[src/rtl/tsoff_pkg.sv]
package tsoff_pkg;
  typedef enum logic [0:0] {
    PH_COLLECT = 1'b0,
    PH_DIVIDE  = 1'b1
  } phase_t;
endpackage

[src/rtl/tsoff_dir_acc.sv]
module tsoff_dir_acc #(
  parameter int TS_W  = 64,
  parameter int CNT_W = 16,
  localparam int SUM_W = TS_W + CNT_W
) (
  input  logic                    clk,
  input  logic                    rst_n,
  input  logic                    clear_i,
  input  logic                    take_i,
  input  logic signed [TS_W-1:0]  diff_i,
  input  logic [CNT_W-1:0]        target_i,
  output logic                    full_o,
  output logic [CNT_W-1:0]        cnt_o,
  output logic signed [TS_W-1:0]  min_o,
  output logic signed [SUM_W-1:0] sum_o
);
  localparam logic signed [TS_W-1:0] MAX_POS = {1'b0, {(TS_W-1){1'b1}}};

  logic [CNT_W-1:0]        cnt_q, cnt_d;
  logic signed [TS_W-1:0]  min_q, min_d;
  logic signed [SUM_W-1:0] sum_q, sum_d;
  logic                    accept;

  assign full_o = (cnt_q >= target_i);
  assign accept = take_i && !full_o;

  always_comb begin
    cnt_d = cnt_q;
    min_d = min_q;
    sum_d = sum_q;
    if (clear_i) begin
      cnt_d = '0;
      min_d = MAX_POS;
      sum_d = '0;
    end else if (accept) begin
      cnt_d = cnt_q + 1'b1;
      min_d = (diff_i < min_q) ? diff_i : min_q;
      sum_d = sum_q + {{CNT_W{diff_i[TS_W-1]}}, diff_i};
    end
  end

  always_ff @(posedge clk or negedge rst_n) begin
    if (!rst_n) begin
      cnt_q <= '0;
      min_q <= MAX_POS;
      sum_q <= '0;
    end else begin
      cnt_q <= cnt_d;
      min_q <= min_d;
      sum_q <= sum_d;
    end
  end

  assign cnt_o = cnt_q;
  assign min_o = min_q;
  assign sum_o = sum_q;


  min_monotone_chk: assert property (@(posedge clk) disable iff (!rst_n)
    !clear_i |=> (min_q <= $past(min_q)));


  count_step_chk: assert property (@(posedge clk) disable iff (!rst_n)
    (accept && !clear_i) |=> (cnt_q == $past(cnt_q) + 1'b1));
endmodule

[src/rtl/tsoff_sdiv.sv]
module tsoff_sdiv #(
  parameter int NUM_W = 80,
  parameter int DEN_W = 16,
  parameter int OUT_W = 64,
  localparam int STEP_W = $clog2(NUM_W + 1)
) (
  input  logic                    clk,
  input  logic                    rst_n,
  input  logic                    start_i,
  input  logic signed [NUM_W-1:0] num_i,
  input  logic [DEN_W-1:0]        den_i,
  output logic                    busy_o,
  output logic signed [OUT_W-1:0] quot_o
);
  logic [NUM_W-1:0]  mag_q, mag_d;
  logic [DEN_W-1:0]  rem_q, rem_d;
  logic              neg_q, neg_d;
  logic              busy_q, busy_d;
  logic [STEP_W-1:0] steps_q, steps_d;
  logic [DEN_W:0]    rem_sh, rem_sub;
  logic              ge;
  logic [NUM_W-1:0]  signed_mag;

  assign rem_sh  = {rem_q, mag_q[NUM_W-1]};
  assign rem_sub = rem_sh - {1'b0, den_i};
  assign ge      = (rem_sh >= {1'b0, den_i});

  always_comb begin
    mag_d   = mag_q;
    rem_d   = rem_q;
    neg_d   = neg_q;
    busy_d  = busy_q;
    steps_d = steps_q;
    if (start_i) begin
      neg_d   = num_i[NUM_W-1];
      mag_d   = num_i[NUM_W-1] ? (~num_i + 1'b1) : num_i;
      rem_d   = '0;
      steps_d = STEP_W'(NUM_W);
      busy_d  = 1'b1;
    end else if (busy_q) begin
      rem_d   = ge ? rem_sub[DEN_W-1:0] : rem_sh[DEN_W-1:0];
      mag_d   = {mag_q[NUM_W-2:0], ge};
      steps_d = steps_q - 1'b1;
      busy_d  = (steps_q != STEP_W'(1));
    end
  end

  always_ff @(posedge clk or negedge rst_n) begin
    if (!rst_n) begin
      mag_q   <= '0;
      rem_q   <= '0;
      neg_q   <= 1'b0;
      busy_q  <= 1'b0;
      steps_q <= '0;
    end else begin
      mag_q   <= mag_d;
      rem_q   <= rem_d;
      neg_q   <= neg_d;
      busy_q  <= busy_d;
      steps_q <= steps_d;
    end
  end

  assign signed_mag = neg_q ? (~mag_q + 1'b1) : mag_q;
  assign quot_o     = OUT_W'(signed_mag);
  assign busy_o     = busy_q;


  div_launch_chk: assert property (@(posedge clk) disable iff (!rst_n)
    start_i |=> busy_o);


  div_nonzero_chk: assert property (@(posedge clk) disable iff (!rst_n)
    start_i |-> (den_i != '0));
endmodule

[src/rtl/min_gated_offset_est.sv]
module min_gated_offset_est
  import tsoff_pkg::*;
#(
  parameter int TS_W  = 64,
  parameter int CNT_W = 16,
  localparam int SUM_W = TS_W + CNT_W
) (
  input  logic                   clk,
  input  logic                   rst_n,
  input  logic                   freq_lock,
  input  logic                   avg_mode,
  input  logic [CNT_W-1:0]       fwd_target,
  input  logic [CNT_W-1:0]       rev_target,
  input  logic                   fwd_valid,
  input  logic [TS_W-1:0]        fwd_master_tx,
  input  logic [TS_W-1:0]        fwd_slave_rx,
  input  logic                   rev_valid,
  input  logic [TS_W-1:0]        rev_slave_tx,
  input  logic [TS_W-1:0]        rev_master_rx,
  output logic                   est_valid,
  output logic                   est_error,
  output logic [TS_W-1:0]        est_offset,
  output logic [TS_W-1:0]        est_delay
);
  logic [1:0] rst_sync_q;
  logic       core_rst_n;

  always_ff @(posedge clk or negedge rst_n) begin
    if (!rst_n) rst_sync_q <= 2'b00;
    else        rst_sync_q <= {rst_sync_q[0], 1'b1};
  end
  assign core_rst_n = rst_sync_q[1];

  phase_t phase_q, phase_d;
  logic   collecting, acc_clear, win_end, win_bad, div_start, div_done, any_en;
  logic   f_take, r_take, f_full, r_full, f_busy, r_busy;
  logic [CNT_W-1:0]        f_cnt, r_cnt;
  logic signed [TS_W-1:0]  fwd_diff, rev_diff, f_min, r_min, f_quot, r_quot, f_val, r_val;
  logic signed [SUM_W-1:0] f_sum, r_sum;
  logic signed [TS_W:0]    off_full, dly_full;
  logic                    valid_d, error_d, valid_q, error_q;
  logic [TS_W-1:0]         offset_d, delay_d, offset_q, delay_q;

  assign fwd_diff = fwd_slave_rx - fwd_master_tx;
  assign rev_diff = rev_master_rx - rev_slave_tx;

  assign collecting = (phase_q == PH_COLLECT);
  assign f_take     = fwd_valid && freq_lock && collecting;
  assign r_take     = rev_valid && freq_lock && collecting;
  assign any_en     = (fwd_target != '0) || (rev_target != '0);
  assign win_end    = collecting && freq_lock && any_en && f_full && r_full;
  assign win_bad    = (f_cnt == '0) || (r_cnt == '0);
  assign div_start  = win_end && !win_bad && avg_mode;
  assign div_done   = (phase_q == PH_DIVIDE) && freq_lock && !f_busy && !r_busy;
  assign acc_clear  = !freq_lock || (win_end && !div_start) || div_done;

  tsoff_dir_acc #(.TS_W(TS_W), .CNT_W(CNT_W)) u_fwd_acc (
    .clk(clk), .rst_n(core_rst_n), .clear_i(acc_clear), .take_i(f_take),
    .diff_i(fwd_diff), .target_i(fwd_target), .full_o(f_full),
    .cnt_o(f_cnt), .min_o(f_min), .sum_o(f_sum));

  tsoff_dir_acc #(.TS_W(TS_W), .CNT_W(CNT_W)) u_rev_acc (
    .clk(clk), .rst_n(core_rst_n), .clear_i(acc_clear), .take_i(r_take),
    .diff_i(rev_diff), .target_i(rev_target), .full_o(r_full),
    .cnt_o(r_cnt), .min_o(r_min), .sum_o(r_sum));

  tsoff_sdiv #(.NUM_W(SUM_W), .DEN_W(CNT_W), .OUT_W(TS_W)) u_fwd_div (
    .clk(clk), .rst_n(core_rst_n), .start_i(div_start), .num_i(f_sum),
    .den_i(f_cnt), .busy_o(f_busy), .quot_o(f_quot));

  tsoff_sdiv #(.NUM_W(SUM_W), .DEN_W(CNT_W), .OUT_W(TS_W)) u_rev_div (
    .clk(clk), .rst_n(core_rst_n), .start_i(div_start), .num_i(r_sum),
    .den_i(r_cnt), .busy_o(r_busy), .quot_o(r_quot));

  assign f_val    = (phase_q == PH_DIVIDE) ? f_quot : f_min;
  assign r_val    = (phase_q == PH_DIVIDE) ? r_quot : r_min;
  assign off_full = {f_val[TS_W-1], f_val} - {r_val[TS_W-1], r_val};
  assign dly_full = {f_val[TS_W-1], f_val} + {r_val[TS_W-1], r_val};

  always_comb begin
    phase_d = phase_q;
    if (!freq_lock)     phase_d = PH_COLLECT;
    else if (div_start) phase_d = PH_DIVIDE;
    else if (div_done)  phase_d = PH_COLLECT;
  end

  always_comb begin
    valid_d  = (win_end && !win_bad && !avg_mode) || div_done;
    error_d  = win_end && win_bad;
    offset_d = offset_q;
    delay_d  = delay_q;
    if (valid_d) begin
      offset_d = TS_W'(off_full >>> 1);
      delay_d  = TS_W'(dly_full >>> 1);
    end
  end

  always_ff @(posedge clk or negedge core_rst_n) begin
    if (!core_rst_n) begin
      phase_q  <= PH_COLLECT;
      valid_q  <= 1'b0;
      error_q  <= 1'b0;
      offset_q <= '0;
      delay_q  <= '0;
    end else begin
      phase_q  <= phase_d;
      valid_q  <= valid_d;
      error_q  <= error_d;
      offset_q <= offset_d;
      delay_q  <= delay_d;
    end
  end

  assign est_valid  = valid_q;
  assign est_error  = error_q;
  assign est_offset = offset_q;
  assign est_delay  = delay_q;


  unlocked_quiet_chk: assert property (@(posedge clk) disable iff (!core_rst_n)
    !freq_lock |=> (!est_valid && !est_error));


  valid_pulse_chk: assert property (@(posedge clk) disable iff (!core_rst_n)
    est_valid |=> !est_valid);


  hold_est_chk: assert property (@(posedge clk) disable iff (!core_rst_n)
    !valid_d |=> ($stable(est_offset) && $stable(est_delay)));


  flags_exclusive_chk: assert property (@(posedge clk) disable iff (!core_rst_n)
    $onehot0({est_valid, est_error}));
endmodule

[config.mk]
export PLATFORM = sky130hd
export DESIGN_NAME = min_gated_offset_est
export DESIGN_NICKNAME = d
export VERILOG_FILES = /design/src/rtl/tsoff_pkg.sv /design/src/rtl/tsoff_dir_acc.sv /design/src/rtl/tsoff_sdiv.sv /design/src/rtl/min_gated_offset_est.sv
export SDC_FILE = /design/constraint.sdc
export NUM_CORES = 2
export LEC_CHECK = 0
export ABC_AREA = 1
export BUFFER_PORTS_ARGS = -buffer_cell sky130_fd_sc_hd__buf_2
export CORE_MARGIN = 3
export CORE_UTILIZATION = 40
export CTS_CLUSTER_SIZE = 28
export DETAILED_ROUTE_END_ITERATION = 6
export SETUP_SLACK_MARGIN = 0.1
export SLEW_MARGIN = 25
export SYNTH_ARGS = -nofsm -noshare
export SYNTH_HDL_FRONTEND = slang
export SYNTH_HIERARCHICAL = 1
export SYNTH_SLANG_ARGS = --single-unit
[constraint.sdc]
create_clock -name clk -period 55.8 [get_ports clk]
set_clock_uncertainty 0.05 [all_clocks]
set_input_delay 11.16 -clock clk [delete_from_list [all_inputs] [get_ports clk]]
set_output_delay 11.16 -clock clk [all_outputs]
set_load 0.05 [all_outputs]
# [After elaboration in Yosys (flattened, before gate mapping)]
# Index checks and enable logic that the tools add are counted.
[totals] in_bits=294 out_inout_bits=130 reg_bits=663
[classes] reduce_logical=43 add_sub_neg=16 order_cmp=6 eq_ne=3 n_mux=41 bitwise_logic=5
[ops] operator="$mux 80" count=10
[ops] operator="$mux 64" count=10
[ops] operator="$add 80x1->80 const B" count=2
[ops] operator="$add 80x80->80" count=2
[ops] operator="$mux 16" count=10
[ops] operator="$not 80->80" count=2
[ops] operator="$add 64x1->64 const B" count=2
[ops] operator="$lt 64x64->1" count=2
[ops] operator="$not 64->64" count=2
[ops] operator="$sub 64x64->64" count=2
[ops] operator="$add 64x64->65" count=1
[ops] operator="$sub 64x64->65" count=1
[ops] operator="$ge 17x16->1" count=2
[ops] operator="$add 16x1->16 const B" count=2
[ops] operator="$ge 16x16->1" count=2
[ops] operator="$logic_not 16->1" count=2
[ops] operator="$reduce_bool 16->1" count=2
[ops] operator="$sub 16x16->16" count=2
[ops] operator="$mux 7" count=4
[ops] operator="$logic_and 1x1->1" count=18
[ops] operator="$ne 7x1->1 const B" count=2
[ops] operator="$sub 7x1->7 const B" count=2
[ops] operator="$reduce_bool 2->1" count=6
[ops] operator="$logic_not 1->1" count=8
[ops] operator="other kinds (5)" count=16

# [Logic depth before layout (Yosys ltp)]
[logic_depth] word_depth=13 ltp_mapped=30 mapped_depth_nobuf=30

# [Modules after synthesis]
# The synthesis kept the hierarchy.
[modules_own_cells] module="min_gated_offset_est" seq_area_each_um2=3328.2 area_each_um2=27082.2 n_inst=1 cells_each=4892
[modules_own_cells] module="tsoff_dir_acc (u_fwd_acc)" seq_area_each_um2=4082.7 area_each_um2=15289.7 n_inst=1 cells_each=2315
[modules_own_cells] module="tsoff_dir_acc (u_rev_acc)" seq_area_each_um2=4082.7 area_each_um2=15198.3 n_inst=1 cells_each=2310
[modules_own_cells] module="tsoff_sdiv (u_rev_div)" seq_area_each_um2=2627.5 area_each_um2=10821.6 n_inst=1 cells_each=1801
[modules_own_cells] module="tsoff_sdiv (u_fwd_div)" seq_area_each_um2=2627.5 area_each_um2=10720.3 n_inst=1 cells_each=1825

# [Worst setup path before layout]
# OpenSTA, ideal clock, no wires.
[synth_path] path_kind="input -> register" from="in rev_slave_tx[30]" to="reg u_rev_acc.min_q[27], in the netlist u_rev_acc/min_o[27]" required_time_ns=55.689 path_buffers=1 arrival_time_ns=14.433 stages=24 setup_slack_ns=41.256 cell_sequence="inv_1 > ha_1 > a21oi_1 > inv_1 > a31oi_1 > o21ai_0 > a21oi_1 > nand2_1 > nand3_1 > nand2_1 > nand2_1 > nand2_1 > ha_1 > nand2_2 > nor3_2 > and3_1 > and3_1 > nand2_1 > nand2_1 > nand2_1 > nand3_4 > buf_6 > nand3_1 > nand2_1"
[synth_between] elab_chain_len=4
[synth_lines] element="start: declaration" line_no="min_gated_offset_est.sv:18" source="input logic [TS_W-1:0] rev_slave_tx,"
[synth_lines] element="$sub 64x64->64" line_no="min_gated_offset_est.sv:45" source="assign rev_diff = rev_master_rx - rev_slave_tx;"
[synth_lines] element="net rev_diff[63]" line_no="min_gated_offset_est.sv:38" source="logic signed [TS_W-1:0] fwd_diff, rev_diff, f_min, r_min, f_quot, r_quot, f_val, r_val;"
[synth_lines] element="$lt 64x64->1" line_no="tsoff_dir_acc.sv:37" source="min_d = (diff_i < min_q) ? diff_i : min_q;"
[synth_lines] element="$reduce_bool 2->1 (no line)"
[synth_lines] element="$reduce_and 2->1 (no line)"
[synth_lines] element="end signal: assignment" line_no="tsoff_dir_acc.sv:49" source="min_q <= min_d;"
[synth_lines] element="end: declaration" line_no="tsoff_dir_acc.sv:20" source="logic signed [TS_W-1:0] min_q, min_d;"
# The timed path passes the listed nets, and every way through them passes these cells.
# A chain may end at the register's enable or synchronous reset.

# [Final worst setup path]
[layout_path] from="in fwd_target[15]" to="reg u_fwd_acc.sum_q[42], in the netlist u_fwd_acc/sum_o[42]"
[layout_between] word_cells_on_any_way=16 classes_between="order compare: 1; mux: 1; reduce/logical: 14"
[layout_rtl] element="start: declaration" line_no="min_gated_offset_est.sv:12" source="input logic [CNT_W-1:0] fwd_target,"
[layout_rtl] element="$ge 16x16->1 (*)" line_no="tsoff_dir_acc.sv:24" source="assign full_o = (cnt_q >= target_i);"
[layout_rtl] element="net f_full" line_no="min_gated_offset_est.sv:36" source="logic f_take, r_take, f_full, r_full, f_busy, r_busy;"
[layout_rtl] element="$logic_and 1x1->1 (*) (2 in series)" line_no="min_gated_offset_est.sv:51" source="assign win_end = collecting && freq_lock && any_en && f_full && r_full;"
[layout_rtl] element="$logic_and 1x1->1 (*) (2 in series)" line_no="min_gated_offset_est.sv:53" source="assign div_start = win_end && !win_bad && avg_mode;"
[layout_rtl] element="net div_start" line_no="min_gated_offset_est.sv:35" source="logic collecting, acc_clear, win_end, win_bad, div_start, div_done, any_en;"
[layout_rtl] element="$logic_not 1->1 (*)" line_no="min_gated_offset_est.sv:55" source="assign acc_clear = !freq_lock || (win_end && !div_start) || div_done;"
[layout_rtl] element="$logic_and 1x1->1 (*)" line_no="min_gated_offset_est.sv:55"
[layout_rtl] element="$logic_or 1x1->1 (*) (2 in series)" line_no="min_gated_offset_est.sv:55"
[layout_rtl] element="net acc_clear" line_no="min_gated_offset_est.sv:35"
[layout_rtl] element="$mux 80 or $reduce_bool 2->1 (tied branches)"
[layout_rtl] element="end signal: assignment" line_no="tsoff_dir_acc.sv:50" source="sum_q <= sum_d;"
[layout_rtl] element="end: declaration" line_no="tsoff_dir_acc.sv:21" source="logic signed [SUM_W-1:0] sum_q, sum_d;"
# Mark *: on every way through the listed nets, which the timed path passes. The rest lies on a longest branch.

==> reports/results.ini <==
[finish]
multi_input_area_um2 = 53700
fin_nets = 14300
area.growth.synth_to_final_pct = 8.96
nFillCells = 21800
drive_above_1_share_pct = 9.54
final_area_um2 = 86200
seq_area_um2 = 16800

[placed_design]
place_ws_ns = 39.39
io_buffer_count = 423
place_area_um2 = 83300
place.gp.congestion = 1.06
place_hpwl_um = 309000

[grt]
grt_pass1_vias = 82100
grt_start_max_net_pins = 129
gr-total-overflow = 0
track_usage_pct = 35.1
antenna_found_initial = 25
grt_pass1_wl_um = 540000

[power]
p_int_uw = 1380
leakagePower_uw = 0.0437
p_sw_share_pct = 54.0
peakVddDrop_mv = 0.0271
power_frac_seq_pct = 21.9
total_power_uw = 3000
p_switching_uw = 1620
power_frac_comb_pct = 58.8
power_density_nw_per_um2 = 34.8
p_clk_share_pct = 19.3

[routing]
wl_um = 371000
wl_met3_um = 35900
drtIter0Drc = 11100
drt_first_pass_iters = 7
postRouteAntennaNets = 0
routed_via_density = 5.53
wl_met1_um = 166000
remaining_drc_errors = 7
dr.max_layer_used = met5
wl_per_cell_um = 23.0
vias = 89100
wl_met2_um = 155000

[run]
cap_violations = 0

[yosys]
synth_cells = 13100
ys_top_cells_by_area = nand2_1, dfrtp_1, ha_1
synth.net_count = 14100
synth_top_area_cell = nand2_1
ys_types = 72
synth_seq_cells = 663
synth-seq-area-share_pct = 21.2
syn_area_um2 = 79100
ys_warn_count = 6
synth_top_area_share_pct = 17.4
avgSynthCellArea_um2 = 6.02

[die]
rows = 162
die_w_um = 451
core_area_um2 = 196000
dieArea_um2 = 203000
io_pins = 424
start_util_pct = 40.4
die_y_um = 451

[clocking]
clockRootBuffer = clkbuf_16
ctsResizeCount = 0
clkTransAtPathRegs_ns = 0.06
post-cts-setup-buffers = 0
cts_buffers = 87
htree_levels = 3
postCtsHoldBufs = 0
cts_sinks = 663
max-clock-path-buffers = 3
cts_tree = built
insertion_delay_ns = 0.75

[worst_setup_path]
endpoint_kind = flip-flop
arrival_ns = 16.28
crit_path_max_fanout = 74
critPathLaunchType = input pin
cp.required_ns = 56.33
worst-setup-path-type = input pin to flip-flop

[timing]
max_freq_ghz = 0.0635
finalHoldViolCount = 0
fin_crit_sh_pct = 28.2
slew_viol_final = 0
holdWs_ns = 0.297
max_slew.worst_pin.slew_ns = 1.24
slew_headroom_pct = 16.8
rsz0062_at_grt = no
layout_min_cycle_time_ns = 15.76
finalSetupViolCount = 0
setup_slack_ns = 40.04
tns_ns = 0

[status]
status = complete, but fails checks
failed_checks = DRC

[worst_hold_path]
hold_class = flip-flop to flip-flop

[through the flow]
stage          util [%]  instances
3_3_place_gp       42.5      15900
6_report           44.0      16100
2_1_floorplan         -      13100
5_1_grt            44.0      16100
4_1_cts            44.0      16100
3_5_place_dp       42.6      15900
[synth_stat cells, drive strengths merged]
| library cell | n |
|---|---|
| nor3 | 162 |
| o21ai | 1016 |
| a21oi | 791 |
| o2111ai | 2 |
| and3 | 8 |
| a211oi | 1 |
| o221ai | 23 |
| o31ai | 7 |
| nand3 | 1003 |
| xor2 | 279 |
| a21boi | 30 |
| ha | 610 |
| o21a | 39 |
| nor3b | 4 |
| clkbuf | 118 |
| nor2 | 1780 |
| clkinv | 2 |
| xnor2 | 119 |
| nor4 | 46 |
| dfstp | 126 |
| a21o | 40 |
| nand2 | 3734 |
| or2 | 200 |
| o21bai | 101 |
| a31o | 1 |
| nand3b | 63 |
| conb | 1 |
| nand4 | 148 |
| a31oi | 52 |
| and2 | 6 |
| o22ai | 14 |
| o211ai | 18 |
| a41oi | 2 |
| fa | 8 |
| inv | 1835 |
| dfrtp | 537 |
| a22o | 4 |
| nand2b | 4 |
| buf | 209 |
[worst max-delay path, cell delays in order]
cell      delay (ns)
buf_2           0.09
inv_1           0.04
ha_1            0.30
nand2_1         0.08
inv_1           0.04
nand3_1         0.10
inv_1           0.08
a21oi_2         0.30
nand3_1         0.40
nand4_1         0.22
nor2_1          0.10
nand3_1         0.17
inv_6           0.17
o21ai_4         0.16
buf_4           0.75
inv_2           0.40
nand2_2         0.16
buf_4           0.64
clkinv_2        0.10
buf_4           0.39
nand2_1         0.16
o21ai_0         0.10
[kinds of logic (layout without fill, tap and decap cells)]
family,count (synthesis),count (layout),share of synthesized area [%]
xor+xnor,398,398,4.41
simple gates,7158,7158,38.6
buf+inv,2164,2492,11.0
fa+ha+maj,618,618,9.85
flops,663,663,21.2
compound gates,2141,2141,15.0
other cells,1,5,0.00474
[path summary, 6_finish.rpt]
kind | start | endpoint | slack [ns] | depth (start not counted)
max | fwd_target[15] | u_fwd_acc/sum_o[42] | 40.04 | 22
min | rst_sync_q[0] | rst_sync_q[1] | 0.30 | 0
max in group asynchronous | rst_n | rst_sync_q[1] | 45.45 | 1
max reg2reg | u_fwd_acc/cnt_o[13] | u_fwd_acc/sum_o[42] | 50.06 | 18
min reg2reg | rst_sync_q[0] | rst_sync_q[1] | 0.30 | 0
min in group asynchronous | rst_sync_q[1] | u_fwd_acc/sum_o[62] | 0.36 | 0
[cell usage in the layout, fill, tap and decap left out, types with 39 or more instances in the layout]
cell type and instances:
or2_2 196, nand3_1 977, inv_1 1797, buf_2 423
nor4_1 44, a21oi_1 758, nor3_1 149, nor2_2 60
nand2_2 63, o21ai_1 138, xnor2_1 118, nor2_1 1689
clkbuf_16 88, buf_4 68, dfstp_2 126, ha_1 610
nand4_1 145, a31oi_1 52, dfrtp_1 532, nand3b_1 63
nand2_1 3661, o21ai_0 846, a21o_1 40, o21a_1 39
o21bai_1 98, xor2_1 274
[area by class of cell]
cell class,count,area share (%)
Timing Repair Buffer,492,3.07
Multi-Input combinational cell,10300,62.4
Clock inverter,38,0.447
Clock buffer,125,2.86
Sequential cell,663,19.4
Antenna cell,4,0.0116
Inverter,1837,8.01
Tap cell,2624,3.81
[metal layers]
layer  GRT usage (%)  up-vias
li1                -    42800
met5               0        -
met3            5.84      564
met4            12.0        2
met1            51.0    41500
met2            52.3     4253
[flip-flops by register name, indices dropped and copies added (netlist names)]
signal             flops
est_delay             64
u_rev_div/rem_q       16
u_fwd_acc/sum_o       80
u_rev_acc/min_o       64
u_rev_div/steps_q      7
u_rev_div/mag_q       80
u_rev_div/neg_q        1
u_fwd_div/rem_q       16
u_fwd_div/mag_q       80
phase_q                1
u_fwd_acc/min_o       64
u_fwd_div/neg_q        1
rst_sync_q             2
u_fwd_div/busy_o       1
est_error              1
u_rev_acc/cnt_o       16
est_valid              1
u_fwd_div/steps_q      7
est_offset            64
u_rev_acc/sum_o       80
u_rev_div/busy_o       1
u_fwd_acc/cnt_o       16
[power by group through the flow]
stage	Combinational [uW]	Sequential (uW)	Clock (uW)
5_1_grt	1920	659	611
3_5_place_dp	1700	659	0
4_1_cts	1710	651	593
2_1_floorplan	1140	612	0
6_report	1770	657	581
3_3_place_gp	1710	659	0
(Power assumes the default switching activity.)
